==> src/rtl/uart_regbank_pkg.sv <==
package uart_regbank_pkg;
    localparam int ADDR_W  = 12;
    localparam int DATA_W  = 32;
    localparam int IDX_W   = ADDR_W - 2;
    localparam int NIRQ    = 11;
    localparam int TX_BIT  = 5;
    localparam int RX_BIT  = 4;
    localparam int RSR_W   = 4;
    localparam int ID_N    = 8;
    localparam int ID_SEL_W = $clog2(ID_N);
    localparam logic [IDX_W-1:0] ID_BASE = 10'h3F8;

    localparam logic [IDX_W-1:0] IX_DATA  = 10'd0;
    localparam logic [IDX_W-1:0] IX_RSR   = 10'd1;
    localparam logic [IDX_W-1:0] IX_FLAG  = 10'd6;
    localparam logic [IDX_W-1:0] IX_ILPR  = 10'd8;
    localparam logic [IDX_W-1:0] IX_IBRD  = 10'd9;
    localparam logic [IDX_W-1:0] IX_FBRD  = 10'd10;
    localparam logic [IDX_W-1:0] IX_LCR   = 10'd11;
    localparam logic [IDX_W-1:0] IX_CR    = 10'd12;
    localparam logic [IDX_W-1:0] IX_IFLS  = 10'd13;
    localparam logic [IDX_W-1:0] IX_MASK  = 10'd14;
    localparam logic [IDX_W-1:0] IX_RAW   = 10'd15;
    localparam logic [IDX_W-1:0] IX_MIS   = 10'd16;
    localparam logic [IDX_W-1:0] IX_CLR   = 10'd17;
    localparam logic [IDX_W-1:0] IX_DMA   = 10'd18;

    localparam logic [15:0] CR_RST   = 16'h0300;
    localparam logic [5:0]  IFLS_RST = 6'h12;

    typedef struct packed {
        logic [DATA_W-1:0] rdata;
        logic              rvalid;
        logic [RSR_W-1:0]  rsr;
        logic [7:0]        ilpr;
        logic [15:0]       ibrd;
        logic [5:0]        fbrd;
        logic [7:0]        lcr;
        logic [15:0]       cr;
        logic [5:0]        ifls;
        logic [2:0]        dmacr;
    } bank_t;
endpackage

==> src/rtl/uart_regbank_decode.sv <==
module uart_regbank_decode
    import uart_regbank_pkg::*;
(
    input  logic [ADDR_W-1:0]   addr_i,
    output logic [IDX_W-1:0]    idx_o,
    output logic                is_id_o,
    output logic [ID_SEL_W-1:0] id_sel_o
);
    logic [IDX_W-1:0] rel;

    always_comb begin
        idx_o    = addr_i[ADDR_W-1:2];
        rel      = idx_o - ID_BASE;
        is_id_o  = (idx_o >= ID_BASE) && (rel < IDX_W'(ID_N));
        id_sel_o = rel[ID_SEL_W-1:0];
    end
endmodule

==> src/rtl/uart_regbank_idrom.sv <==
module uart_regbank_idrom
    import uart_regbank_pkg::*;
(
    input  logic [ID_SEL_W-1:0] sel_i,
    output logic [7:0]          byte_o
);
    always_comb begin
        unique case (sel_i)
            3'd0:    byte_o = 8'h11;
            3'd1:    byte_o = 8'h10;
            3'd2:    byte_o = 8'h14;
            3'd3:    byte_o = 8'h00;
            3'd4:    byte_o = 8'h0D;
            3'd5:    byte_o = 8'hF0;
            3'd6:    byte_o = 8'h05;
            default: byte_o = 8'hB1;
        endcase
    end
endmodule

==> src/rtl/uart_regbank_irq.sv <==
module uart_regbank_irq
    import uart_regbank_pkg::*;
(
    input  logic            clk,
    input  logic            rst_n,
    input  logic            mask_we_i,
    input  logic [NIRQ-1:0] mask_wdata_i,
    input  logic            clr_we_i,
    input  logic [NIRQ-1:0] clr_wdata_i,
    input  logic            tx_set_i,
    input  logic            rx_set_i,
    input  logic            rx_clr_i,
    output logic [NIRQ-1:0] raw_o,
    output logic [NIRQ-1:0] mask_o,
    output logic [NIRQ-1:0] masked_o,
    output logic            irq_o
);
    typedef struct packed {
        logic [NIRQ-1:0] raw;
        logic [NIRQ-1:0] mask;
    } irq_t;

    irq_t st_d, st_q;
    logic [NIRQ-1:0] set_v, clr_v;

    always_comb begin
        set_v = '0;
        clr_v = '0;
        set_v[TX_BIT] = tx_set_i;
        set_v[RX_BIT] = rx_set_i;
        clr_v[RX_BIT] = rx_clr_i;
        if (clr_we_i) clr_v = clr_v | clr_wdata_i;
        st_d      = st_q;
        st_d.raw  = (st_q.raw & ~clr_v) | set_v;
        if (mask_we_i) st_d.mask = mask_wdata_i;
    end

    always_ff @(posedge clk or negedge rst_n) begin
        if (!rst_n) st_q <= '0;
        else        st_q <= st_d;
    end

    assign raw_o    = st_q.raw;
    assign mask_o   = st_q.mask;
    assign masked_o = st_q.raw & st_q.mask;
    assign irq_o    = |masked_o;

    AST_TX_SETS_RAW: assert property (@(posedge clk) disable iff (!rst_n)
        tx_set_i |=> raw_o[TX_BIT]);
    AST_RX_SET_WINS: assert property (@(posedge clk) disable iff (!rst_n)
        rx_set_i |=> raw_o[RX_BIT]);
    AST_W1C_CLEARS: assert property (@(posedge clk) disable iff (!rst_n)
        (clr_we_i && !tx_set_i && !rx_set_i) |=> ((raw_o & $past(clr_wdata_i)) == '0));
    AST_MASK_HOLDS: assert property (@(posedge clk) disable iff (!rst_n)
        !mask_we_i |=> $stable(mask_o));
endmodule

==> src/rtl/uart_regbank.sv <==
module uart_regbank
    import uart_regbank_pkg::*;
(
    input  logic              clk,
    input  logic              rst_n,
    input  logic              req_i,
    input  logic              we_i,
    input  logic [11:0]       addr_i,
    input  logic [31:0]       wdata_i,
    output logic [31:0]       rdata_o,
    output logic              rvalid_o,
    output logic              tx_wr_o,
    output logic [7:0]        tx_byte_o,
    output logic              rx_rd_o,
    input  logic [11:0]       rx_word_i,
    input  logic [8:0]        flags_i,
    input  logic              rx_irq_set_i,
    input  logic              rx_irq_clr_i,
    output logic              irq_o,
    output logic [7:0]        ilpr_o,
    output logic [15:0]       ibrd_o,
    output logic [5:0]        fbrd_o,
    output logic [7:0]        lcr_o,
    output logic [15:0]       cr_o,
    output logic [5:0]        ifls_o,
    output logic [2:0]        dmacr_o
);
    logic [IDX_W-1:0]    idx;
    logic                is_id;
    logic [ID_SEL_W-1:0] id_sel;
    logic [7:0]          id_byte;
    logic                wr, rd;
    logic [NIRQ-1:0]     raw, mask, masked;

    bank_t b_d, b_q;

    uart_regbank_decode u_dec (
        .addr_i   (addr_i),
        .idx_o    (idx),
        .is_id_o  (is_id),
        .id_sel_o (id_sel)
    );

    uart_regbank_idrom u_id (
        .sel_i  (id_sel),
        .byte_o (id_byte)
    );

    assign wr = req_i && we_i;
    assign rd = req_i && !we_i;

    uart_regbank_irq u_irq (
        .clk          (clk),
        .rst_n        (rst_n),
        .mask_we_i    (wr && idx == IX_MASK),
        .mask_wdata_i (wdata_i[NIRQ-1:0]),
        .clr_we_i     (wr && idx == IX_CLR),
        .clr_wdata_i  (wdata_i[NIRQ-1:0]),
        .tx_set_i     (wr && idx == IX_DATA),
        .rx_set_i     (rx_irq_set_i),
        .rx_clr_i     (rx_irq_clr_i),
        .raw_o        (raw),
        .mask_o       (mask),
        .masked_o     (masked),
        .irq_o        (irq_o)
    );

    always_comb begin
        b_d        = b_q;
        b_d.rvalid = rd;
        b_d.rdata  = '0;
        if (wr) begin
            unique case (idx)
                IX_RSR:  b_d.rsr   = '0;
                IX_ILPR: b_d.ilpr  = wdata_i[7:0];
                IX_IBRD: b_d.ibrd  = wdata_i[15:0];
                IX_FBRD: b_d.fbrd  = wdata_i[5:0];
                IX_LCR:  b_d.lcr   = wdata_i[7:0];
                IX_CR:   b_d.cr    = wdata_i[15:0];
                IX_IFLS: b_d.ifls  = wdata_i[5:0];
                IX_DMA:  b_d.dmacr = wdata_i[2:0];
                default: ;
            endcase
        end
        if (rd) begin
            if (is_id) begin
                b_d.rdata = DATA_W'(id_byte);
            end else begin
                unique case (idx)
                    IX_DATA: begin
                        b_d.rdata = DATA_W'(rx_word_i);
                        b_d.rsr   = rx_word_i[11:8];
                    end
                    IX_RSR:  b_d.rdata = DATA_W'(b_q.rsr);
                    IX_FLAG: b_d.rdata = DATA_W'(flags_i);
                    IX_ILPR: b_d.rdata = DATA_W'(b_q.ilpr);
                    IX_IBRD: b_d.rdata = DATA_W'(b_q.ibrd);
                    IX_FBRD: b_d.rdata = DATA_W'(b_q.fbrd);
                    IX_LCR:  b_d.rdata = DATA_W'(b_q.lcr);
                    IX_CR:   b_d.rdata = DATA_W'(b_q.cr);
                    IX_IFLS: b_d.rdata = DATA_W'(b_q.ifls);
                    IX_MASK: b_d.rdata = DATA_W'(mask);
                    IX_RAW:  b_d.rdata = DATA_W'(raw);
                    IX_MIS:  b_d.rdata = DATA_W'(masked);
                    IX_DMA:  b_d.rdata = DATA_W'(b_q.dmacr);
                    default: b_d.rdata = '0;
                endcase
            end
        end
    end

    always_ff @(posedge clk or negedge rst_n) begin
        if (!rst_n) begin
            b_q      <= '0;
            b_q.cr   <= CR_RST;
            b_q.ifls <= IFLS_RST;
        end else begin
            b_q <= b_d;
        end
    end

    assign rdata_o   = b_q.rdata;
    assign rvalid_o  = b_q.rvalid;
    assign tx_wr_o   = wr && idx == IX_DATA;
    assign tx_byte_o = wdata_i[7:0];
    assign rx_rd_o   = rd && idx == IX_DATA;
    assign ilpr_o    = b_q.ilpr;
    assign ibrd_o    = b_q.ibrd;
    assign fbrd_o    = b_q.fbrd;
    assign lcr_o     = b_q.lcr;
    assign cr_o      = b_q.cr;
    assign ifls_o    = b_q.ifls;
    assign dmacr_o   = b_q.dmacr;

    AST_READ_LATENCY: assert property (@(posedge clk) disable iff (!rst_n)
        rd |=> rvalid_o);
    AST_NO_SPURIOUS_VALID: assert property (@(posedge clk) disable iff (!rst_n)
        !rd |=> !rvalid_o);
    AST_RSR_WRITE_CLEARS: assert property (@(posedge clk) disable iff (!rst_n)
        (wr && idx == IX_RSR) |=> (b_q.rsr == '0));
    AST_CR_WRITE_ONLY_BY_BUS: assert property (@(posedge clk) disable iff (!rst_n)
        !(wr && idx == IX_CR) |=> $stable(cr_o));
endmodule

==> config.mk <==
export PLATFORM = sky130hd
export DESIGN_NAME = uart_regbank
export DESIGN_NICKNAME = d
export VERILOG_FILES = /design/src/rtl/uart_regbank_pkg.sv /design/src/rtl/uart_regbank_decode.sv /design/src/rtl/uart_regbank_idrom.sv /design/src/rtl/uart_regbank_irq.sv /design/src/rtl/uart_regbank.sv
export SDC_FILE = /design/constraint.sdc
export NUM_CORES = 1
export LEC_CHECK = 0
export BUFFER_PORTS_ARGS = -buffer_cell sky130_fd_sc_hd__buf_2
export CELL_PAD_IN_SITES_DETAIL_PLACEMENT = 0
export CELL_PAD_IN_SITES_GLOBAL_PLACEMENT = 1
export CORE_MARGIN = 5
export CORE_UTILIZATION = 41
export CTS_BUF_LIST = sky130_fd_sc_hd__clkbuf_4 sky130_fd_sc_hd__clkbuf_8 sky130_fd_sc_hd__clkbuf_16
export CTS_CLUSTER_DIAMETER = 30
export DETAILED_ROUTE_END_ITERATION = 16
export PLACE_DENSITY = 0.82
export SLEW_MARGIN = 15
export SYNTH_ARGS = -nofsm -noshare
export SYNTH_HDL_FRONTEND = slang
export SYNTH_HIERARCHICAL = 1
export SYNTH_SLANG_ARGS = --single-unit
==> constraint.sdc <==
create_clock -name clk -period 1.8 [get_ports clk]
set_input_delay 0.27 -clock clk [delete_from_list [all_inputs] [get_ports clk]]
set_output_delay 0.27 -clock clk [all_outputs]
set_load 0.1 [all_outputs]
==> impl_results.md, run 1 <==
- Multiplexer area fraction after synthesis: about a fifth
- Mean Syn Cell Area: 11.2 µm²
- CTS Buf Count: 9
- Critical Path Fanout Max: 2
- Nets: 749
- Post-synth ARST share: 100%
- Count leader, synth: buf_4
- 1st-iter DRT viols: 321
- Top cell type by total area after synthesis: dfrtp_1
- Non-filler instance count after layout: 870
- First-pass GRT wire length: 28100 µm
- Number of fill cells in the layout: between 1000 and 1500
- Post-synth top flop: dfrtp_1
- Final hold vios: 0
- Overflow left after global routing: 0
- Row cnt: 45
- Critical R2R Launch: u_irq/mask_o[2]
- All-layer global routing usage: approximately 20%
- RSZ-0062 raised after global routing: yes
- Final setup fails: 1
- Compound-gate portion of the synthesized area: 8.60%
- Sum Neg Setup Slack: -85.4 ps
- Fin crit period: 1890 ps
- TritonCTS clock tree: built
- Initial Utilization: between 40% and 50%
- Hold WC Path Type: input pin to flip-flop
- Routability Congestion: about 0.9
- Worst endpoint data arrival time: 1620 ps
- DRC viols: 0
- Pins Over Slew Limit: 0
- Maxcap violations: 0
- Wire per inst: approximately 21 µm
- Leakage: a little under 0.004 µW
- Clock Latency Late Sink: around 350 ps
- Via Count: 4606
- Routed Antenna Nets: 0
- Number of global-route vias before repair: 4839
- Setup Skew: 6.30 ps
- Die Width: 134 µm
- Pwr Density: 705 nW/µm²
- Simple-Gate Fraction of Synth Area: 12.5%
- Mapped Area: 6320 µm²
- DR vias/cell: 5.29
- Die area: 18000 µm²
- FF-to-FF setup slack: about 90 ps
- FMAX: ~530 MHz
- Initial antenna violation count: 0
- Combinational family with the most area after synthesis: multiplexers
- Layout cells sized above 1: 51.5%
- Relative slew slack: 60.9%
- Outcome: finished, violations left
- CP required: 1530 ps
- Failing checks: negative setup slack
- Worst setup EP type: primary output
- Worst Setup SP: u_irq/mask_o[4]
- Port bufs: roughly 140
- WHS: 106 ps
- Tightest Pin Transition: 572 ps
- Max rail drop VDD: ~0.55 mV
- Area Overhead vs Synth: 19.8%
- CTS root buf: clkbuf_16
- Register bit count reported by yosys: about 110
- Post-synth cell types: 69
- Most frequent cells after synthesis: buf_4, dfrtp_1, mux2_2
- Finished layout cell area: ~7600 µm²
- Total clock sinks: 106
- Hold path start: rx_irq_set_i
- Synth Area in Adders: 0.198%
- Sequential fraction of the synthesis area: between 40% and 50%
- CORE AREA: ~15000 µm²
- Detailed Route WL: 18100 µm
- Final setup margin: -85.4 ps
- Xor/xnor share of the synthesized area: 0%
- EDFF count, synth: 0
- Largest net degree at the start of global routing: 50
- Syn Inst Count: between 500 and 600
- Max H-tree Level: 3
- Synth warnings: 6
- Ant diodes: 0
- Area after DPL: approximately 7000 µm²
- Largest cells by area after synthesis: dfrtp_1, buf_4, mux2_2
- HPWL after DPL: 14200 µm
- CTS max path bufs: 2
- Die H: around 130 µm
- Post-placement cell count: 849
- Critical path class: flip-flop to primary output
- CP Launch Type: flip-flop
- Detailed Routing Iterations Pass 1: 5
- Worst-path clk slew: 70 ps
- Core Util, Final: ~50%
- Post-synth top area share: 40.4%
- I/O Pins: around 180
- Period utilization: 105%
timing repair:
action / in CTS / in global routing
setup buffers: 6 / 0
endpoints found under the hold margin: 26 / 0
hold buffers: 1 / 0
cloned: 0 / 0
resized for setup: 12 / 15
pin swaps: 6 / 9
setup endpoints to repair: 4 / 17
final cells by class:
| class | instances | area, µm² | area share [%] |
|---|---|---|---|
| Clock buffer | 10 | 233 | 3.08 |
| Clock inverter | 6 | 87.6 | 1.16 |
| Inverter | 3 | 11.3 | 0.149 |
| Multi-Input combinational cell | 330 | 2820 | 37.3 |
| Sequential cell | 106 | 2660 | 35.1 |
| Tap cell | 188 | 235 | 3.11 |
| Timing Repair Buffer | 227 | 1520 | 20.1 |
through the flow:
stage / setup WS, ps / total power (µW)
CTS: -118 / 5360
floorplan: -332 / 3020
global route: -117 / 5520
global placement: -343 / 3220
detailed placement: -350 / 3230
finish: -85.4 / 5340
metal layers:
layer	vias up	wire length, µm	track usage [%]
met5	-	0	0
met4	0	425	7.30
met3	30	1310	4.43
met2	173	8650	32.6
met1	2295	7740	27.2
li1	2108	-	-
kinds of logic (layout without fill, tap and decap cells):
family | after synthesis | in the layout
flops | 106 | 106
buf+inv | 144 | 246
simple gates | 131 | 131
other cells | 2 | 17
mux | 106 | 106
fa+ha+maj | 1 | 1
compound gates | 75 | 75
worst max-delay path, stage by stage, from the launching register on:
cell and delay, ps:
dfrtp_1 390, and2_4 180, nor4_4 280, nand4_1 190, buf_8 220
flip-flops by register name (all words and copies together), names as in the netlist:
register and flops:
cr_o 16, ifls_o 6, dmacr_o 3, ibrd_o 16, rdata_o 16, fbrd_o 6
b_q 4, lcr_o 8, rvalid_o 1, ilpr_o 8, u_irq/raw_o 11, u_irq/mask_o 11
power by group:
part           switching (µW)  internal, µW  total (µW)
Combinational             579           214         793
Clock                     892          1240        2130
Sequential               13.2          2400        2410
Total                    1480          3850        5340
cells in the final DEF, fill, tap and decap left out, types with 3 or more instances in the layout:
cell type,count
buf_6,4
mux2_2,52
nand2_1,25
and2_4,3
clkbuf_16,9
a22oi_1,8
nor4_1,3
nor2_1,23
and2_1,12
buf_4,75
o211ai_1,3
mux2_1,11
buf_2,135
a22o_1,8
conb_1,17
a32oi_1,3
a21boi_1,9
nor3_1,9
nand3_1,8
nand3b_1,4
a211oi_1,3
mux2i_1,21
buf_12,9
and3b_1,3
a21oi_1,8
nor4_4,4
dfrtp_1,102
dfstp_2,4
inv_1,3
o21ai_0,9
buf_8,3
a221oi_1,3
mux4_2,4
nor2b_1,3
nand4_1,5
mux2_4,18
nor2_4,3
worst paths after layout:
kind                                     to  depth (start not counted)
max                                   irq_o                          4
min                          u_irq/raw_o[4]                          2
max reg2reg                      rdata_o[2]                          6
min reg2reg                 u_irq/mask_o[7]                          1
max in group asynchronous         ifls_o[4]                          3
min in group asynchronous  u_irq/mask_o[10]                          2
No activity file was read; power rests on OpenSTA's default activity.
==> run 2, diff against run 1 <==
MAX_ROUTING_LAYER = met4   (was unset)
==> run 2 against run 1 <==
Against the previous run:
- critical path depth unchanged
- the flow still finishes with violations (negative setup slack)
- combinational power about the same
- worst setup slack worse by 13 ps
- largest cell class unchanged
- cell area down 0.56%
- routed wire length up 1.2%
- clock power down 9%
- first-iteration DRC count up 16%
- highest routed layer unchanged
- final cell count unchanged
- global-route usage up 0.83 points
- register-to-register slack better by 20 ps
==> impl_results.md, run 2 (synthesis gave the netlist of run 1 again) <==
- FMAX: 527 MHz (was 530 MHz)
- Final setup margin: -98.0 ps (was -85.4 ps)
- Total clock sinks: 106 (unchanged)
- Setup Skew: 9.61 ps (was 6.30 ps)
- Final setup fails: 1 (unchanged)
- Port bufs: 143 (unchanged)
- RSZ-0062 raised after global routing: yes (unchanged)
- Tightest Pin Transition: 472 ps (was 572 ps)
- Most frequent cells in the layout: buf_2, dfrtp_1, buf_4 (unchanged)
- Initial antenna violation count: 0 (unchanged)
- Nets: 749 (unchanged)
- CP bufs+invs: 1 (unchanged)
- 1st-iter DRT viols: 371 (was 321)
- Failing checks: negative setup slack (unchanged)
- Leakage: 0.00388 µW (was 0.00390 µW)
- FF-to-FF setup slack: 110 ps (was 90 ps)
- Layout cells sized above 1: 51.5% (unchanged)
- Critical Path Fanout Max: 2 (unchanged)
- Detailed Route WL: 18400 µm (was 18100 µm)
- Max H-tree Level: 3 (unchanged)
- Detailed Routing Iterations Pass 1: 7 (was 5)
- Sum Neg Setup Slack: -98.0 ps (was -85.4 ps)
- Clock Latency Late Sink: 360 ps (was 350 ps)
- Wire per inst: 21.1 µm (was 20.8 µm)
- TritonCTS clock tree: built (unchanged)
- Relative slew slack: 67.7% (was 60.9%)
- First-pass GRT wire length: 28300 µm (was 28100 µm)
- Die Width: 134 µm (unchanged)
- DR vias/cell: 5.36 (was 5.29)
- DRC viols: 0 (unchanged)
- Worst endpoint data arrival time: 1630 ps (was 1620 ps)
- Worst R2R Path Depth: 5 (was 6)
- CTS max path bufs: 2 (unchanged)
- Post-placement cell count: 849 (unchanged)
- Die area: 18000 µm² (unchanged)
- Row cnt: 45 (unchanged)
- Worst path cell trace: and2_4 -> nor4_4 -> nand4_1 -> buf_8 (unchanged)
- HPWL after DPL: 14400 µm (was 14200 µm)
- Number of fill cells in the layout: 1376 (was 1379)
- Initial Utilization: 41.7% (unchanged)
- Pins Over Slew Limit: 0 (unchanged)
- Critical Path Max Stage Delay: 390 ps (about the same)
- Worst setup EP type: primary output (unchanged)
- Reg2reg end: rdata_o[5] (was rdata_o[2])
- Pwr Density: 682 nW/µm² (was 705 nW/µm²)
- Core Util, Final: 49.7% (was 49.9%)
- Via Count: 4659 (was 4606)
- Final hold vios: 0 (unchanged)
- Overall power: 5130 µW (was 5340 µW)
- CTS Buf Count: 9 (unchanged)
- CP required: 1530 ps (about the same)
- Hold endpoint: u_irq/raw_o[4] (unchanged)
- Slowest CP cell: dfrtp_1 (unchanged)
- Non-filler instance count after layout: 870 (unchanged)
- Ant diodes: 0 (unchanged)
- WHS: 113 ps (was 106 ps)
- I/O Pins: 178 (unchanged)
- Largest net degree at the start of global routing: 39 (was 50)
- CTS root buf: clkbuf_16 (unchanged)
- Number of global-route vias before repair: 4894 (was 4839)
- Die H: 134 µm (unchanged)
- CORE AREA: 15100 µm² (unchanged)
- Hold WC Path Type: input pin to flip-flop (unchanged)
- Most common cell after layout, fill and taps aside: buf_2 (unchanged)
- Outcome: finished, violations left (unchanged)
- Critical path class: flip-flop to primary output (unchanged)
- Maxcap violations: 0 (unchanged)
- Area Overhead vs Synth: 19.1% (was 19.8%)
- Worst Setup SP: u_irq/mask_o[4] (unchanged)
- Max rail drop VDD: 0.440 mV (was 0.548 mV)
- Hold path start: rx_irq_set_i (unchanged)
- Worst-path clk slew: 80 ps (was 70 ps)
- All-layer global routing usage: 21.1% (was 20.3%)
- Fin crit period: 1900 ps (was 1890 ps)
- Period utilization: 105% (about the same)
- Routed Antenna Nets: 0 (unchanged)
- Overflow left after global routing: 0 (unchanged)
- Worst Hold Depth: 2 (unchanged)
- Delay-heaviest family, CP: simple AND/OR/NAND/NOR gates (unchanged)
- CP Launch Type: flip-flop (unchanged)
- Critical R2R Launch: lcr_o[5] (was u_irq/mask_o[2])
- Routability Congestion: 0.921 (was 0.919)
## run 2: cell type report
cell class	instances	area [µm²]	area share, %
Multi-Input combinational cell	330	2820	37.4
Timing Repair Buffer	227	1520	20.2
Clock buffer	11	246	3.28
Sequential cell	106	2660	35.3
Clock inverter	5	37.5	0.499
Tap cell	188	235	3.13
Inverter	3	11.3	0.150
## run 2: worst max path at each step
stage / endpoint / slack, ps / depth (start not counted)
final: irq_o / -100 / 4
after detailed placement: b_q[64] / -350 / 8
after CTS: irq_o / -130 / 4
after global placement: b_q[64] / -340 / 8
after global routing: irq_o / -150 / 4
after floorplan: cr_o[0] / -330 / 9
## run 2: power by group
group	internal, µW	switching (µW)	total [µW]	leakage (µW)
clock network	1000	927	1930	0.000141
logic	211	580	791	0.00228
registers	2400	13.7	2410	0.00146
## run 2: metal layers
| metal | wire length [µm] | global-route usage [%] | up-vias |
|---|---|---|---|
| met5 | 0 | - | - |
| met4 | 382 | 7.18 | 0 |
| met3 | 915 | 3.60 | 27 |
| met2 | 8860 | 33.2 | 151 |
| met1 | 8200 | 27.9 | 2370 |
| li1 | - | - | 2111 |
## run 2: repair_timing
action	CTS	global route
endpoints found under the setup margin	4	11
hold endpoints to repair	25	0
resized for setup	11	11
buffers inserted	5	1
hold buffers	1	0
pin swaps	6	5
## run 2: through the flow
step	worst slack, ps	instance area, µm²
after floorplan	-332	6520
final	-98.0	7520
after detailed placement	-354	7110
after CTS	-134	7480
after global routing	-149	7520
after global placement	-339	7110
==> run 3, diff against run 2 <==
CORE_UTILIZATION = 40   (was 41)
PLACE_DENSITY = 0.81   (was 0.82)
SYNTH_HIERARCHICAL = unset   (was 1)
==> run 3 against run 2 <==
Against the previous run:
- the flow finishes with violations (negative hold slack, negative setup slack)
- power up 1.4%
- clock skew fell by 1.7 ps
- worst setup slack got worse by 40 ps
- first-iteration DRC count fell by 10%
- via count decreased by 0.15%
- combinational power shrank 5.2%
- synthesized cell count is 5.5% lower
- hold slack lost 130 ps
- sequential share of layout area is 1.5 points higher
- die area fell by 3.0%
==> impl_results.md, run 3 <==
- Sequential fraction of the synthesis area: 44.6% (was 42.1%)
- Hold-fix buffers at CTS: 0 (was 1)
- Maxcap violations: 0 (unchanged)
- Pwr Density: 721 nW/µm² (was 682 nW/µm²)
- Relative slew slack: 61.3% (was 67.7%)
- Largest cells by area after synthesis: dfrtp_1, mux2_2, buf_4 (was dfrtp_1, buf_4, mux2_2)
- Max rail drop VDD: 0.476 mV (was 0.440 mV)
- Die H: 132 µm (was 134 µm)
- Layout cells sized above 1: 52.8% (was 51.5%)
- RSZ-0062 raised after global routing: yes (unchanged)
- Failing checks: negative hold slack, negative setup slack (was negative setup slack)
- Post-synth top area share: 42.8% (was 40.4%)
- Comb power frac: 14.4% (was 15.4%)
- Row cnt: 44 (was 45)
- Worst endpoint data arrival time: 1670 ps (was 1630 ps)
- CORE AREA: 14600 µm² (was 15100 µm²)
- Most frequent cells in the layout: buf_2, dfrtp_1, buf_4 (unchanged)
- Mapped Area: 5960 µm² (was 6320 µm²)
- All-layer global routing usage: 22.0% (was 21.1%)
- Syn Inst Count: 534 (was 565)
- Clock Latency Late Sink: 360 ps (about the same)
- Synth warnings: 0 (was 6)
- Ant diodes: 0 (unchanged)
- Most frequent cells after synthesis: buf_4, dfrtp_1, mux2_2 (unchanged)
- Total clock sinks: 106 (unchanged)
- Leakage: 0.00373 µW (was 0.00388 µW)
- Count leader, synth: buf_4 (unchanged)
- DR vias/cell: 5.45 (was 5.36)
- Initial Utilization: 40.9% (was 41.7%)
- Switching part of the total: 28.7% (was 29.6%)
- Critical Path Fanout Max: 2 (unchanged)
- NetSw: 1490 µW (was 1520 µW)
- CTS Buf Count: 9 (unchanged)
- Routed Antenna Nets: 0 (unchanged)
- Die area: 17500 µm² (was 18000 µm²)
- Mean Syn Cell Area: 11.2 µm² (about the same)
- Top cell type by total area after synthesis: dfrtp_1 (unchanged)
- Tightest Pin Transition: 581 ps (was 472 ps)
- Nets: 737 (was 749)
- Post-synth ARST share: 100% (unchanged)
- Critical path class: input pin to primary output (was flip-flop to primary output)
- Setup Skew: 7.91 ps (was 9.61 ps)
- CP required: 1530 ps (about the same)
- Outcome: finished, violations left (unchanged)
- CP Launch Type: input pin (was flip-flop)
- Register bit count reported by yosys: 106 (unchanged)
- Internal Power: 3710 µW (was 3610 µW)
- HPWL after DPL: 14200 µm (was 14400 µm)
- 1st-iter DRT viols: 333 (was 371)
- Number of global-route vias before repair: 4944 (was 4894)
- Largest net degree at the start of global routing: 107 (was 39)
- First-pass GRT wire length: 28900 µm (was 28300 µm)
- Period utilization: 108% (was 105%)
- Worst setup EP type: primary output (unchanged)
- Hold WC Path Type: input pin to asynchronous set/reset pin (was input pin to flip-flop)
- Fin crit period: 1940 ps (was 1900 ps)
- FF-to-FF setup slack: 230 ps (was 110 ps)
- Number of fill cells in the layout: 1361 (was 1376)
- Worst-path clk slew: 70 ps (was 80 ps)
- Post-synth top flop: dfrtp_1 (unchanged)
- Die Width: 132 µm (was 134 µm)
- I/O Pins: 178 (unchanged)
- Detailed Routing Iterations Pass 1: 5 (was 7)
- Initial antenna violation count: 0 (unchanged)
- Detailed Route WL: 18500 µm (was 18400 µm)
- Routability Congestion: 0.965 (was 0.921)
- Overflow left after global routing: 0 (unchanged)
- WHS: -20.2 ps (was 113 ps)
- DRC viols: 0 (unchanged)
- Max H-tree Level: 3 (unchanged)
- Port bufs: 143 (unchanged)
- Sequential share of power: 46.4% (was 47.0%)
- CTS max path bufs: 2 (unchanged)
- Most common cell after layout, fill and taps aside: buf_2 (unchanged)
- Post-synth cell types: 61 (was 69)
- TritonCTS clock tree: built (unchanged)
- Final setup margin: -138 ps (was -98.0 ps)
- Wire per inst: 21.6 µm (was 21.1 µm)
- CTS root buf: clkbuf_16 (unchanged)
- Final setup fails: 3 (was 1)
- Area Overhead vs Synth: 21.1% (was 19.1%)
- Via Count: 4652 (was 4659)
- Pins Over Slew Limit: 0 (unchanged)
- FMAX: 516 MHz (was 527 MHz)
- Final hold vios: 30 (was 0)
- Clk pwr share: 39.2% (was 37.6%)
- EDFF count, synth: 0 (unchanged)
- Place WS: -279 ps (was -354 ps)
==> run 3: cell families (layout without fill, tap and decap cells) <==
group	Yosys count	count (layout)	synth area share, %
fa+ha+maj	1	1	0.210
xor+xnor	1	1	0.147
other cells	1	16	0.0629
simple gates	98	98	9.52
buf+inv	132	253	15.2
flops	106	106	44.6
compound gates	98	98	12.1
mux	97	97	18.2
==> run 3: layer usage <==
layer	vias up	GRT usage (%)	part of all wire, %
li1	2098	-	-
met1	2329	29.7	45
met2	197	33.3	47
met3	28	4.12	6.3
met4	0	7.43	2.1
met5	-	-	0
==> run 3: timing repair <==
action | 4_1_cts | 5_1_grt
pin swaps | 1 | 2
resized for setup | 10 | 0
setup endpoints to repair | 3 | 7
setup buffers | 4 | 0
endpoints found under the hold margin | 0 | 0
==> run 3: final timing paths <==
check	startpoint	endpoint	depth (start not counted)
min	rst_n	ibrd_o[4]	2
max	addr_i[9]	tx_wr_o	6
min reg2reg	b_q[63]	b_q[63]	1
min in group clk	rx_irq_set_i	u_irq.raw_o[4]	2
max in group asynchronous	rst_n	rdata_o[2]	2
max reg2reg	b_q[65]	rdata_o[2]	6
==> run 3: worst max-delay path, stage by stage <==
cell and delay [ps]:
buf_8 90, or4_4 550, nor3_4 160, and2_4 200
nor2b_4 200, buf_12 190
==> run 3: per-stage QoR <==
stage,cells,util (%),total power (µW),TNS (ps),instance area (µm²)
after floorplan,549,-,2970,-2290,6080
after global placement,834,47.0,3200,-13060,6860
after detailed placement,834,47.0,3200,-15230,6860
after CTS,854,49.5,5240,-334,7220
after global routing,854,49.5,5390,-462,7220
final,854,49.5,5210,-307,7220
==> run 3: area by class of cell <==
type | count | area (µm²) | share of cell area [%]
Multi-Input combinational cell | 311 | 2520 | 34.9
Sequential cell | 106 | 2660 | 36.8
Clock buffer | 12 | 248 | 3.43
Clock inverter | 4 | 51.3 | 0.710
Tap cell | 184 | 230 | 3.19
Inverter | 3 | 11.3 | 0.156
Timing Repair Buffer | 234 | 1510 | 20.9
==> run 3: power by group through the flow <==
stage          Combinational [µW]  Clock (µW)  Sequential (µW)
6_report                      750        2040             2410
5_1_grt                       793        2180             2410
4_1_cts                       752        2070             2410
3_5_place_dp                  744           0             2460
3_3_place_gp                  738           0             2460
2_1_floorplan                 504           0             2460
